`config.mk`:
```
export PLATFORM = sky130hd
export DESIGN_NAME = lnr_quad_avg
export DESIGN_NICKNAME = d
export VERILOG_FILES = /design/src/rtl/lnr_pkg.sv /design/src/rtl/lnr_lane.sv /design/src/rtl/lnr_out_stage.sv /design/src/rtl/lnr_quad_avg.sv
export SDC_FILE = /design/constraint.sdc
export NUM_CORES = 2
export LEC_CHECK = 0
export BUFFER_PORTS_ARGS = -buffer_cell sky130_fd_sc_hd__clkbuf_2
export CAP_MARGIN = 20
export CELL_PAD_IN_SITES_DETAIL_PLACEMENT = 0
export CELL_PAD_IN_SITES_GLOBAL_PLACEMENT = 1
export CORE_ASPECT_RATIO = 0.9
export CORE_UTILIZATION = 53
export DETAILED_ROUTE_END_ITERATION = 6
export GPL_TIMING_DRIVEN = 1
export PLACE_DENSITY = 0.89
export SYNTH_ARGS = -nofsm -noshare
export SYNTH_HDL_FRONTEND = slang
export SYNTH_HIERARCHICAL = 1
export SYNTH_SLANG_ARGS = --single-unit
```
`constraint.sdc`:
```
create_clock -name clk -period 8.7 [get_ports clk]
set_input_delay 2.175 -clock clk [delete_from_list [all_inputs] [get_ports clk]]
set_output_delay 2.175 -clock clk [all_outputs]
set_load 0.02 [all_outputs]
```
`src/rtl/lnr_pkg.sv`:
```
package lnr_pkg;
    // Default geometry of the averager
    localparam int DEF_SAMPLE_W  = 16;
    localparam int DEF_NUM_CH    = 8;
    localparam int DEF_NUM_SLOTS = 4;
endpackage

```
`src/rtl/lnr_lane.sv`:
```
// One channel: circular slot store, running sum and fill count.
module lnr_lane #(
    parameter int SAMPLE_W  = 16,
    parameter int NUM_SLOTS = 4,
    localparam int PTR_W    = $clog2(NUM_SLOTS),
    localparam int CNT_W    = $clog2(NUM_SLOTS + 1),
    localparam int SUM_W    = SAMPLE_W + PTR_W
) (
    input  logic                clk,
    input  logic                rst_n,
    input  logic                flush,
    input  logic                wr_en,
    input  logic [SAMPLE_W-1:0] wr_data,
    output logic [SUM_W-1:0]    sum_nx,
    output logic                full_nx,
    output logic                full_q
);
    localparam int EXT_W = SUM_W - SAMPLE_W;

    typedef struct packed {
        logic [NUM_SLOTS-1:0][SAMPLE_W-1:0] slot;
        logic [SUM_W-1:0]                   sum;
        logic [PTR_W-1:0]                   ptr;
        logic [CNT_W-1:0]                   cnt;
    } lane_t;

    lane_t lane_d, lane_q;
    logic [SAMPLE_W-1:0] oldest;
    logic [SUM_W-1:0]    old_x, new_x;

    always_comb begin
        lane_d = lane_q;
        oldest = lane_q.slot[lane_q.ptr];
        old_x  = {{EXT_W{oldest[SAMPLE_W-1]}}, oldest};
        new_x  = {{EXT_W{wr_data[SAMPLE_W-1]}}, wr_data};
        if (flush) begin
            lane_d = '0;
        end else if (wr_en) begin
            lane_d.slot[lane_q.ptr] = wr_data;
            lane_d.sum = lane_q.sum - old_x + new_x;
            lane_d.ptr = PTR_W'(lane_q.ptr + 1'b1);
            if (lane_q.cnt != CNT_W'(NUM_SLOTS)) begin
                lane_d.cnt = CNT_W'(lane_q.cnt + 1'b1);
            end
        end
    end

    always_ff @(posedge clk) begin
        if (!rst_n) begin
            lane_q <= '0;
        end else begin
            lane_q <= lane_d;
        end
    end

    assign sum_nx  = lane_d.sum;
    assign full_nx = (lane_d.cnt == CNT_W'(NUM_SLOTS));
    assign full_q  = (lane_q.cnt == CNT_W'(NUM_SLOTS));
endmodule

```
`src/rtl/lnr_out_stage.sv`:
```
// Result register: sum or mean, channel tag and strobe.
module lnr_out_stage #(
    parameter int SUM_W = 18,
    parameter int CH_W  = 3,
    parameter int SHIFT = 2
) (
    input  logic             clk,
    input  logic             rst_n,
    input  logic             take,
    input  logic [CH_W-1:0]  take_ch,
    input  logic [SUM_W-1:0] take_sum,
    input  logic             mean_sel,
    output logic             res_valid,
    output logic [CH_W-1:0]  res_ch,
    output logic [SUM_W-1:0] res_data
);
    typedef struct packed {
        logic             valid;
        logic [CH_W-1:0]  ch;
        logic [SUM_W-1:0] data;
    } res_t;

    res_t res_d, res_q;

    always_comb begin
        res_d       = res_q;
        res_d.valid = take;
        if (take) begin
            res_d.ch   = take_ch;
            res_d.data = mean_sel ? SUM_W'($signed(take_sum) >>> SHIFT) : take_sum;
        end
    end

    always_ff @(posedge clk) begin
        if (!rst_n) begin
            res_q <= '0;
        end else begin
            res_q <= res_d;
        end
    end

    assign res_valid = res_q.valid;
    assign res_ch    = res_q.ch;
    assign res_data  = res_q.data;
endmodule

```
`src/rtl/lnr_quad_avg.sv`:
```
module lnr_quad_avg #(
    parameter int SAMPLE_W  = lnr_pkg::DEF_SAMPLE_W,
    parameter int NUM_CH    = lnr_pkg::DEF_NUM_CH,
    parameter int NUM_SLOTS = lnr_pkg::DEF_NUM_SLOTS,
    localparam int CH_W     = $clog2(NUM_CH),
    localparam int PTR_W    = $clog2(NUM_SLOTS),
    localparam int SUM_W    = SAMPLE_W + PTR_W
) (
    input  logic                clk,
    input  logic                rst_n,
    input  logic                clear,
    input  logic                mode_60hz,
    input  logic                mean_sel,
    input  logic                in_valid,
    input  logic [CH_W-1:0]     in_ch,
    input  logic [SAMPLE_W-1:0] in_data,
    output logic                out_valid,
    output logic [CH_W-1:0]     out_ch,
    output logic [SUM_W-1:0]    out_data,
    output logic [NUM_CH-1:0]   full
);
    typedef struct packed {
        logic mode;
    } ctl_t;

    ctl_t ctl_d, ctl_q;
    logic                          flush;
    logic                          ch_ok;
    logic [NUM_CH-1:0]             wr_en;
    logic [NUM_CH-1:0]             full_nx;
    logic [NUM_CH-1:0][SUM_W-1:0]  sum_nx;
    logic                          take;
    logic [SUM_W-1:0]              take_sum;

    always_comb begin
        ctl_d      = ctl_q;
        ctl_d.mode = mode_60hz;
        flush      = clear || (mode_60hz != ctl_q.mode);
        ch_ok      = (32'(in_ch) < NUM_CH);
        take       = 1'b0;
        take_sum   = '0;
        if (in_valid && ch_ok && !flush) begin
            take     = full_nx[in_ch];
            take_sum = sum_nx[in_ch];
        end
    end

    always_ff @(posedge clk) begin
        if (!rst_n) begin
            ctl_q.mode <= mode_60hz;
        end else begin
            ctl_q <= ctl_d;
        end
    end

    for (genvar c = 0; c < NUM_CH; c++) begin : g_lane
        assign wr_en[c] = in_valid && (in_ch == CH_W'(c));
        lnr_lane #(
            .SAMPLE_W (SAMPLE_W),
            .NUM_SLOTS(NUM_SLOTS)
        ) u_lane (
            .clk    (clk),
            .rst_n  (rst_n),
            .flush  (flush),
            .wr_en  (wr_en[c]),
            .wr_data(in_data),
            .sum_nx (sum_nx[c]),
            .full_nx(full_nx[c]),
            .full_q (full[c])
        );
    end

    lnr_out_stage #(
        .SUM_W(SUM_W),
        .CH_W (CH_W),
        .SHIFT(PTR_W)
    ) u_out (
        .clk      (clk),
        .rst_n    (rst_n),
        .take     (take),
        .take_ch  (in_ch),
        .take_sum (take_sum),
        .mean_sel (mean_sel),
        .res_valid(out_valid),
        .res_ch   (out_ch),
        .res_data (out_data)
    );
endmodule

```
==> summary.md <==
| Metric | Value |
|---|---|
| DRC violation total after the first TritonRoute iteration | `4059` |
| Die Span Y | `281 um` |
| Setup CP Type | `input port to register` |
| Data required time of the worst path | `9.29 ns` |
| R2R cell count | `16` |
| Top post-synthesis cells by area | `dfxtp_1 31%, nand2_1 10%, a21oi_1 7.7%, mux4_2 6.3%, fa_1 5.9%` |
| Number of hold-repair buffers added at the cts stage | `0` |
| Setup TNS | `0 ns` |
| Share of flip-flops with an asynchronous set or reset | `0%` |
| Headroom to the max-slew limit | `28.1%` |
| Resize count post-CTS | `0` |
| Highest ir drop seen on vdd | `0.163 mV` |
| Placement row count | `101` |
| GR Util met2 | `45.4%` |
| Final weighted congestion in routability-driven placement | `0.944` |
| Max capacitance violation total | `0` |
| Number of stages on the worst hold path | `2` |
| Vias per std cell | `5.85` |
| Most common cell in the netlist | `nand2_1` |
| Number of buffers inserted by post-CTS setup repair | `0` |
| Sequential fraction of the synthesis area | `31.4%` |
| Net count after synthesis | `6087` |
| Largest driver fanout on the critical path | `22` |
| Clock transition at the registers of the reported paths | `0.06 ns` |
| Number of detailed-route iterations in the first pass | `7` |
| Hold WC Path Type | `register to register` |
| Number of global-route vias before repair | `36300` |
| DP Wirelength | `92500 um` |
| Fin. max-slew vios | `0` |
| Critical path capture point type | `register` |
| Largest area contributor in the netlist | `dfxtp_1` |
| Post-place instance area | `45600 um2` |
| Warnings from Yosys | `6` |
| Root buffer cell | `clkbuf_16` |
| Count of clock tree sinks | `719` |
| Number of buffers added on ports | `54` |
| Clock tree from TritonCTS | `built` |
| Antenna cells | `0` |
| Most common library cells after synthesis | `1249 x nand2_1, 719 x dfxtp_1, 704 x a21oi_1, 587 x inv_1, 282 x nor2_1` |
| Post-place setup slack | `1.92 ns` |
| Highest clock frequency the design can meet | `162 MHz` |
| Post-Route Skew | `0.0390 ns` |
| Reported leakage power | `0.0176 uW` |
| Layout Cell Area excl Fill | `48300 um2` |
| Starting density of the core | `53.9%` |
| H-tree depth | `3` |
| Routed vias | `38900` |
| Die Wd | `312 um` |
| Number of ports placed on the die boundary | `55` |
| Area of the die | `87800 um2` |
| Initial antenna violation count | `5` |
| Maximum number of pins on one net before global-route repair | `94` |
| Fraction of final layout cells sized beyond drive strength 1 | `8.67%` |
| Hold slack | `0.450 ns` |
| Count of different cell masters after synthesis | `104` |
| Portion of the clock cycle consumed by the worst path in the final layout | `70.8%` |
| Global routing usage on met3 | `7.06%` |
| Max Root-Sink Buffers | `3` |
| Setup slack after layout | `2.54 ns` |
| Total Routed Length | `135000 um` |
| Total core area | `85000 um2` |
| Pwr Density | `162 nW/um2` |
| Startpoint type of the worst setup path | `input port` |
| Fraction of synthesized cell area taken by the top area cell type | `31.4%` |
| GRT Residual Overflow | `0` |
| Cells after Synth | `5726` |
| Post-synthesis cell area | `45900 um2` |
| Number of nets in the layout | `5825` |
| Worst Max-Slew Pin Slew | `1.08 ns` |
| CP Data Arrival Time | `6.74 ns` |
| Routed wire per std cell | `20.3 um` |
| TritonCTS Buffers | `79` |
| Number of flops mapped to enable cells by yosys | `0` |
| Mean area per synthesized cell | `8.01 um2` |
| DR DRC count | `9` |
| Setup repair after global routing missed its margin | `false` |
| Failing checks | `design-rule violations` |
| Fill count | `7815` |
| Flip-flop and latch count after synthesis | `719` |
| M1 GR Usage | `43.3%` |
| Layout overhead on the synthesized area | `5.34%` |
| Overall global routing resource usage | `30.5%` |
| Predominant post-synthesis flop cell | `dfxtp_1` |
| Hold violation total from the final report | `0` |
| Routed Antenna Nets | `0` |
| Global routing's busiest layer | `met2` |
| Setup violators final | `0` |
| Utilization after layout | `56.8%` |
| First-pass GRT wire length | `209000 um` |
| Status | `finished with violations` |
| Worst-Skew Late Latency | `0.66 ns` |
| Minimum clock period after layout | `6.16 ns` |
through the flow:
| stage | power (uW) | instances |
|---|---|---|
| after floorplan | 4130 | 5726 |
| after global placement | 4410 | 6515 |
| after detailed placement | 4420 | 6515 |
| after CTS | 7880 | 6655 |
| after global routing | 8120 | 6656 |
| final | 7850 | 6656 |
cell type report:
| class | instances | area [um2] | area share [%] |
|---|---|---|---|
| multi-input combinational | 3949 | 26800 | 55.4 |
| clock inverter | 31 | 343 | 0.709 |
| tap | 1133 | 1420 | 2.93 |
| timing repair buffer | 124 | 856 | 1.77 |
| sequential | 719 | 14400 | 29.8 |
| clock buffer | 109 | 2310 | 4.79 |
| inverter | 591 | 2220 | 4.59 |
per-layer routing:
layer	share of wire (%)	wire length, um
met5	0.025	34
met4	3.1	4220
met3	9.8	13300
met1	44	59900
met2	43	57400
power breakdown:
group / switching (uW) / internal, uW
registers: 10.3 / 3300
logic: 709 / 350
clock network: 1440 / 2040
total: 2160 / 5690
sequential cells by signal, indices dropped and copies added (netlist names):
name                  cells
u_out/res_data           18
g_lane.u_lane/lane_q    696
ctl_q                     1
u_out/res_ch              3
u_out/res_valid           1
logic make-up (layout without fill, tap and decap cells):
kind of cell / count (synthesis) / in the layout / share of synthesized area [%]
AO/OA/AOI/OAI: 1220 / 1220 / 16.3
XOR/XNOR: 78 / 78 / 1.49
adder cells (fa/ha/maj): 336 / 336 / 11.4
buffers and inverters: 1058 / 855 / 10.4
flip-flops: 719 / 719 / 31.4
multiplexers: 293 / 293 / 9.90
AND/OR/NAND/NOR: 2022 / 2022 / 19.2
critical path, cell delays in order:
cell and delay (ns):
clkbuf_2 0.70, buf_4 0.33, inv_1 0.08, fa_1 0.53
inv_1 0.04, ha_1 0.36, nand4_1 0.14, a211oi_1 0.34
nor2_1 0.18, a211o_1 0.34, a31o_1 0.19, a21oi_1 0.28
mux2i_1 0.14, a211oi_1 0.36, o221a_2 0.29, mux2i_1 0.08
a21oi_1 0.16
cell usage in the layout (no fill, tap or decap), drive strengths merged, types with 10 or more instances in the layout:
cell and count:
nand3 63, a31oi 36, o311ai 27, a211o 22, o2111ai 15, nor2b 27
nor2 283, buf 72, a211oi 36, a21o 55, nor3b 23, a22oi 24
ha 200, mux2i 160, and3 25, xnor2 57, nand4 33, o221a 10
or3 19, o21ai 107, nor3 80, fa 136, or4 17, xor2 21
mux4 128, clkinv 25, nand3b 14, a21oi 706, o21bai 10, o22ai 48
and2 98, nand2 1250, o211ai 20, dfxtp 719, nand2b 61, o21a 20
clkbuf 161, inv 588
worst paths after layout:
| kind | slack [ns] | end | from |
|---|---|---|---|
| setup / recovery | 2.54 | u_out/res_data[15]$_SDFFE_PN0P_ | in_data[3] |
| hold / removal | 0.45 | g_lane[4].u_lane/lane_q[40]$_SDFFE_PP0P_ | g_lane[4].u_lane/lane_q[40]$_SDFFE_PP0P_ |
| setup reg to reg | 3.65 | u_out/res_data[15]$_SDFFE_PN0P_ | g_lane[6].u_lane/lane_q[3]$_SDFFE_PP0P_ |
| hold reg to reg | 0.45 | g_lane[4].u_lane/lane_q[40]$_SDFFE_PP0P_ | g_lane[4].u_lane/lane_q[40]$_SDFFE_PP0P_ |
(Power assumes the default switching activity.)
